File: config.mk
export PLATFORM = sky130hd
export DESIGN_NAME = strap_sample_ctrl
export DESIGN_NICKNAME = d
export VERILOG_FILES = /design/src/rtl/strap_pkg.sv /design/src/rtl/strap_sync.sv /design/src/rtl/strap_timer.sv /design/src/rtl/strap_sample_ctrl.sv
export SDC_FILE = /design/constraint.sdc
export NUM_CORES = 1
export LEC_CHECK = 0
export CAP_MARGIN = 30
export CORE_MARGIN = 2
export CORE_UTILIZATION = 50
export CTS_CLUSTER_DIAMETER = 200
export DETAILED_ROUTE_END_ITERATION = 12
export GPL_TIMING_DRIVEN = 0
export PLACE_DENSITY = 0.79
export REMOVE_ABC_BUFFERS = 1
export SYNTH_ARGS = -nofsm -noshare
export SYNTH_HDL_FRONTEND = slang
export SYNTH_SLANG_ARGS = --single-unit
File: constraint.sdc
create_clock -name clk_ref -period 2.1 [get_ports clk_ref]
set_input_delay 0.42 -clock clk_ref [delete_from_list [all_inputs] [get_ports clk_ref]]
set_output_delay 0.42 -clock clk_ref [all_outputs]
set_load 0.02 [all_outputs]
File: src/rtl/strap_pkg.sv
package strap_pkg;
    typedef enum logic [1:0] {
        PH_SAMPLE = 2'd0,
        PH_ENABLE = 2'd1,
        PH_RUN    = 2'd2
    } phase_e;
endpackage

File: src/rtl/strap_sync.sv
module strap_sync #(
    parameter int WIDTH = 5
) (
    input  logic             clk,
    input  logic             rst_n,
    input  logic [WIDTH-1:0] din,
    output logic [WIDTH-1:0] dout
);
    typedef struct packed {
        logic [WIDTH-1:0] meta;
        logic [WIDTH-1:0] stable;
    } sync_t;

    sync_t s_d, s_q;

    always_comb begin
        s_d        = s_q;
        s_d.meta   = din;
        s_d.stable = s_q.meta;
    end

    always_ff @(posedge clk or negedge rst_n) begin
        if (!rst_n) s_q <= '0;
        else        s_q <= s_d;
    end

    assign dout = s_q.stable;
endmodule

File: src/rtl/strap_timer.sv
module strap_timer #(
    parameter int COUNT = 28637
) (
    input  logic clk,
    input  logic rst_n,
    input  logic en,
    output logic expire
);
    localparam int CW = $clog2(COUNT + 1);
    localparam logic [CW-1:0] LAST = CW'(COUNT - 1);

    logic [CW-1:0] cnt_d, cnt_q;

    always_comb begin
        cnt_d = cnt_q;
        if (en && cnt_q != LAST) cnt_d = cnt_q + 1'b1;
    end

    always_ff @(posedge clk or negedge rst_n) begin
        if (!rst_n) cnt_q <= '0;
        else        cnt_q <= cnt_d;
    end

    assign expire = en && (cnt_q == LAST);
endmodule

File: src/rtl/strap_sample_ctrl.sv
module strap_sample_ctrl
    import strap_pkg::*;
#(
    parameter int WINDOW_CYCLES = 28637,
    parameter int FS_W          = 4
) (
    input  logic            clk_ref,
    input  logic            pwr_good,
    input  logic [FS_W:0]   strap_pin_in,
    input  logic            use_reg_sel,
    input  logic [FS_W-1:0] reg_sel_code,
    output logic [FS_W:0]   strap_oe,
    output logic            sample_done,
    output logic [FS_W-1:0] fs_code,
    output logic            mode_bit,
    output logic [FS_W-1:0] freq_sel,
    output logic            stop_in_sel
);
    localparam int NPINS = FS_W + 1;

    typedef struct packed {
        phase_e           phase;
        logic [NPINS-1:0] straps;
        logic             done;
        logic             oe;
    } ctrl_t;

    ctrl_t            st_d, st_q;
    logic [NPINS-1:0] pins_sync;
    logic             win_end;

    strap_sync #(.WIDTH(NPINS)) u_sync (
        .clk   (clk_ref),
        .rst_n (pwr_good),
        .din   (strap_pin_in),
        .dout  (pins_sync)
    );

    strap_timer #(.COUNT(WINDOW_CYCLES)) u_timer (
        .clk    (clk_ref),
        .rst_n  (pwr_good),
        .en     (st_q.phase == PH_SAMPLE),
        .expire (win_end)
    );

    always_comb begin
        st_d = st_q;
        unique case (st_q.phase)
            PH_SAMPLE: begin
                if (win_end) begin
                    st_d.straps = pins_sync;
                    st_d.done   = 1'b1;
                    st_d.phase  = PH_ENABLE;
                end
            end
            PH_ENABLE: begin
                st_d.oe    = 1'b1;
                st_d.phase = PH_RUN;
            end
            default: st_d.phase = PH_RUN;
        endcase
    end

    always_ff @(posedge clk_ref or negedge pwr_good) begin
        if (!pwr_good) st_q <= '{phase: PH_SAMPLE, straps: '0, done: 1'b0, oe: 1'b0};
        else           st_q <= st_d;
    end

    assign strap_oe    = {NPINS{st_q.oe}};
    assign sample_done = st_q.done;
    assign fs_code     = st_q.straps[FS_W-1:0];
    assign mode_bit    = st_q.straps[FS_W];
    assign freq_sel    = use_reg_sel ? reg_sel_code : st_q.straps[FS_W-1:0];
    assign stop_in_sel = st_q.done & ~st_q.straps[FS_W];
endmodule

# [Yosys cells after proc, flatten, opt, wreduce, memory -nomap -nowiden]
# Index checks and enable logic that the tools add are counted.
[op_classes] addsub=1 eq_ne=4 n_mux=3 n_bitwise=2 reduce_logical=4
[op_table] cell="adder 15 x 1 -> 15 bit, second input constant" count=1
[op_table] cell="== test 15 bit, second input constant" count=1
[op_table] cell="inequality test 15 bit, second input constant" count=1
[op_table] cell="two-way mux 8 bit" count=1
[op_table] cell="two-way mux 4 bit" count=1
[op_table] cell="== test 2 x 1 -> 1 bit, second input constant" count=1
[op_table] cell="logical AND 1 bit" count=2
[op_table] cell="zero test 2 bit" count=1
[op_table] cell="two-way mux 2 bit" count=1
[op_table] cell="inequality test 2 bit, second input constant" count=1
[op_table] cell="AND reduction 2 bit" count=1
[op_table] cell="AND 1 bit" count=1
[op_table] cell="inverter 1 bit" count=1
[word_totals] reg_bits=34 output_inout_bits=16 elab_cells=21

# [Logic depth before layout (Yosys ltp)]
[depth] depth_word=4 ltp_mapped=6 ltp_nobuf=6

# [Hierarchy]
# From an unflattened synthesis, not the netlist that was laid out.
[hier_totals] hier_cells=112 area_unflattened_um2=1455.1
[modules_own_cells] module="strap_timer" n_inst=1 cells_each=68 area_per_inst_um2=758.2
[modules_own_cells] module="strap_sample_ctrl" n_inst=1 cells_each=34 area_per_inst_um2=446.7
[modules_own_cells] module="strap_sync" n_inst=1 cells_each=10 area_per_inst_um2=250.2

# [Worst setup path before layout]
# OpenSTA, ideal clock, no wires.
[synth_timing] path_type="register -> register" from="register u_timer.cnt_q[5]" to="register st_q (netlist bit fs_code[0])" arrival_time_ns=1.539 required_ns=1.975 setup_slack_ns=0.436 path_stages_with_launch=6 n_path_buf=1 period_less_slack_ns=1.664 cell_sequence="dfrtp_1 and4bb_1 nand3_1 or3_1 buf_6 mux2_4"
[synth_between] elab_chain_len=3
[synth_lines] element="from (decl)" line_no="strap_timer.sv:12" text="logic [CW-1:0] cnt_d, cnt_q;"
[synth_lines] element="from (signal assigned)" line_no="strap_timer.sv:21" text="else cnt_q <= cnt_d;"
[synth_lines] element="== test 15 bit" line_no="strap_timer.sv:24" text="assign expire = en && (cnt_q == LAST);"
[synth_lines] element="logical AND 1 bit" line_no="strap_timer.sv:24"
[synth_lines] element="AND reduction 2 bit (no line)"
[synth_lines] element="to (signal assigned)" line_no="strap_sample_ctrl.sv:65" text="if (!pwr_good) st_q <= '{phase: PH_SAMPLE, straps: '0, done: 1'b0, oe: 1'b0};"
[synth_lines] element="to (signal assigned)" line_no="strap_sample_ctrl.sv:66" text="else st_q <= st_d;"
[synth_lines] element="to (decl)" line_no="strap_sample_ctrl.sv:28" text="ctrl_t st_d, st_q;"
# Every way passes these cells.
# A chain may end at the register's enable or synchronous reset.

# [Worst setup path in the final report]
[layout_timing] from="register st_q (netlist bit mode_bit)" to="output stop_in_sel"
[layout_between] elab_chain_len=2
[layout_lines] element="inverter 1 bit" line_no="strap_sample_ctrl.sv:74" text="assign stop_in_sel = st_q.done & ~st_q.straps[FS_W];"
[layout_lines] element="AND 1 bit" line_no="strap_sample_ctrl.sv:74"
[layout_lines] element="to (decl)" line_no="strap_sample_ctrl.sv:17" text="output logic stop_in_sel"
# Every way passes these cells.

==> impl_metrics.yaml <==
critical_path:
  path_cells: "nor2b_1 -> clkdlybuf4s50_1"
  required_ns: 1.68
  startpoint_type: "flip-flop"
  cpPeakStageDelay_ns: 0.60
  cp.depth: 2
  crit_arrival_ns: 1.45
  cp-end-kind: "output pin"
  ff2ff_setup_slack_ns: 0.28
  critPathBufInv: 1
  startpoint: "mode_bit"
  cp_max_fo: 3
  crit_end: "stop_in_sel"
  r2r-end: "fs_code[2]"
  r2r-start: "u_timer.cnt_q[12]"
  critical_path.top_delay_family: "buffers and inverters"
  crit_type: "reg2out"
  cp_slowest_cell: "clkdlybuf4s50_1"
  rr_worst_depth: 4
global_route:
  antenna_found_initial: 0
  grt_pass1_vias: 853
  grt_start_max_net_pins: 20
  track_usage_pct: 16.7
  grt_pass1_wl_um: 4080
  overflow: 0
timing:
  slew_violations: 0
  skew_ns: 0.00927
  maxSlewHeadroom_pct: 48.2
  tightest_slew_ns: 0.775
  grt_setup_unrepaired: "false"
  fin_ws_ns: 0.233
  max_freq_mhz: 536
  fin_crit_sh_pct: 88.9
  fin_crit_ns: 1.87
  setup_violations: 0
  setup_tns_ns: 0
  final-hold-violation-count: 0
final_layout:
  fin_nets: 152
  final_common_cell: "dfrtp_1"
  syn2layout_area_growth_pct: 23.1
  final_cell_area_sq_um: 1790
  final_cell_mix: "dfrtp_1 (34), clkdlybuf4s50_1 (22), xnor2_1 (10)"
  drive_above_1_share_pct: 15.9
  antennaDiodeCount: 0
die:
  core_area_sq_um: 2760
  rows: 19
  fp.dieH_um: 58.0
  io_pins: 28
  fp.dieW_um: 58.0
  start_util_pct: 52.9
  die_area_sq_um: 3360
logic_synthesis:
  seq_area_frac_synth_pct: 58.4
  synthesis.instances: 113
  synth_area_leaders: "dfrtp_1 (58%), xnor2_1 (6.0%), mux2_4 (5.2%)"
  syn_avg_cell_area_sq_um: 12.9
  synth_top_cell_area_share_pct: 58.4
  ys_warn_count: 0
  syn_area_sq_um: 1460
  ys_ff_latch: 34
  yosys.area.top_type: "dfrtp_1"
  ys_types: 26
placement:
  gp_congestion: 0.791
  post_dp_cell_area_sq_um: 1720
  hpwl_um: 1860
  dp_slack_ns: -0.216
  numPortBuffers: 27
detailed_routing:
  routed_wl_um: 2450
  drt_iter0_drc: 9
  drt-vias-per-instance: 5.19
  wire_per_inst_um: 14.5
  vias: 877
  drcViolationCount: 0
  dr.pass1.iters: 4
  drtAntennaViolNets: 0
clocking:
  clk_latency_ns: 0.33
  cts_max_path_buffers: 2
  post_cts_buffers: 0
  numClockSinks: 34
  htree_levels: 2
  cts-resized-gates: 4
  clk_pin_slew_ns: 0.09
  root_buffer: "clkbuf_4"
  hold_buffers: 0
  numCtsBuffers: 5
  tritoncts: "yes"
power_and_ir_drop:
  p_leak_nw: 0.866
  irDropWorstVdd_mv: 0.481
  power.density_nw_per_um2: 667
  power_mw: 1.20
min_path:
  hp-class: "reg2reg"
job:
  drv_cap: 0
outcome:
  status: "complete, no violations"
-- synth_stat cells --
cell type / count
a21o_1: 1
nor4b_2: 1
and4_1: 3
and3_2: 1
inv_1: 5
nor3_1: 3
nand4_1: 1
ha_1: 2
mux2_2: 5
nand3_1: 9
xor2_1: 4
and4bb_1: 1
xnor2_1: 10
or3_1: 1
nor2_1: 3
nand4b_1: 1
or2b_1: 1
nand2_1: 8
or2_2: 1
nor4_2: 1
buf_6: 1
and3_1: 1
mux2_4: 5
buf_4: 9
dfrtp_1: 34
nor2b_1: 1
-- area by class of cell --
type / instances / area (sq um)
Clock buffer: 6 / 51.3
Clock inverter: 1 / 30.0
Timing Repair Buffer: 28 / 295
Inverter: 5 / 18.8
Fill cell: 219 / 963
Sequential cell: 34 / 851
Tap cell: 31 / 38.8
Multi-Input combinational cell: 64 / 509
-- where the power goes --
group / switching (mW) / leakage, nW / internal, mW
logic: 0.0242 / 0.384 / 0.0305
registers: 0.00255 / 0.437 / 0.664
clock network: 0.198 / 0.0443 / 0.277
-- registers in the layout (all words and copies together) (netlist names) --
| signal | cells |
|---|---|
| u_timer.cnt_q | 15 |
| strap_oe | 1 |
| mode_bit | 1 |
| u_sync.s_d | 5 |
| u_sync.dout | 5 |
| sample_done | 1 |
| fs_code | 4 |
| st_q | 2 |
-- per-stage QoR --
step	utilization [%]	std cells	hold slack, ns
after floorplan	-	103	0.124
after global placement	61.2	161	0.334
after detailed placement	62.2	162	0.335
after CTS	65.0	169	0.357
after global routing	65.1	169	0.362
final	65.1	169	0.357
-- logic make-up after synthesis --
| logic type | count (synthesis) | synth area share (%) |
|---|---|---|
| flops | 34 | 58.4 |
| simple gates | 37 | 15.3 |
| fa+ha+maj | 2 | 1.72 |
| compound gates | 1 | 0.515 |
| buf+inv | 15 | 6.70 |
| xor+xnor | 14 | 8.41 |
| mux | 10 | 9.01 |
-- how the worst min path moves through the flow --
stage	from	endpoint	slack, ns	cells past startpoint
final	u_sync.s_d[2]	u_sync.dout[2]	0.36	0
after global routing	u_sync.s_d[3]	u_sync.dout[3]	0.36	0
after CTS	u_sync.s_d[2]	u_sync.dout[2]	0.36	0
after detailed placement	u_sync.s_d[2]	u_sync.dout[2]	0.33	0
after global placement	u_sync.s_d[1]	u_sync.dout[1]	0.33	0
after floorplan	pwr_good	fs_code[0]	0.12	0
-- routing by layer --
metal	GRT usage (%)	vias up	wire length (um)
met4	6.98	0	26
met1	21.5	437	1020
met2	25.6	15	1300
met5	0	-	0
li1	-	423	-
met3	6.03	2	105
-- worst register-to-register path, stage by stage (launching register included) --
cell and delay [ns]:
dfrtp_1 0.41, and4bb_1 0.29, nand3_1 0.09, or3_1 0.55
mux2_4 0.36
(Power assumes the default switching activity.)
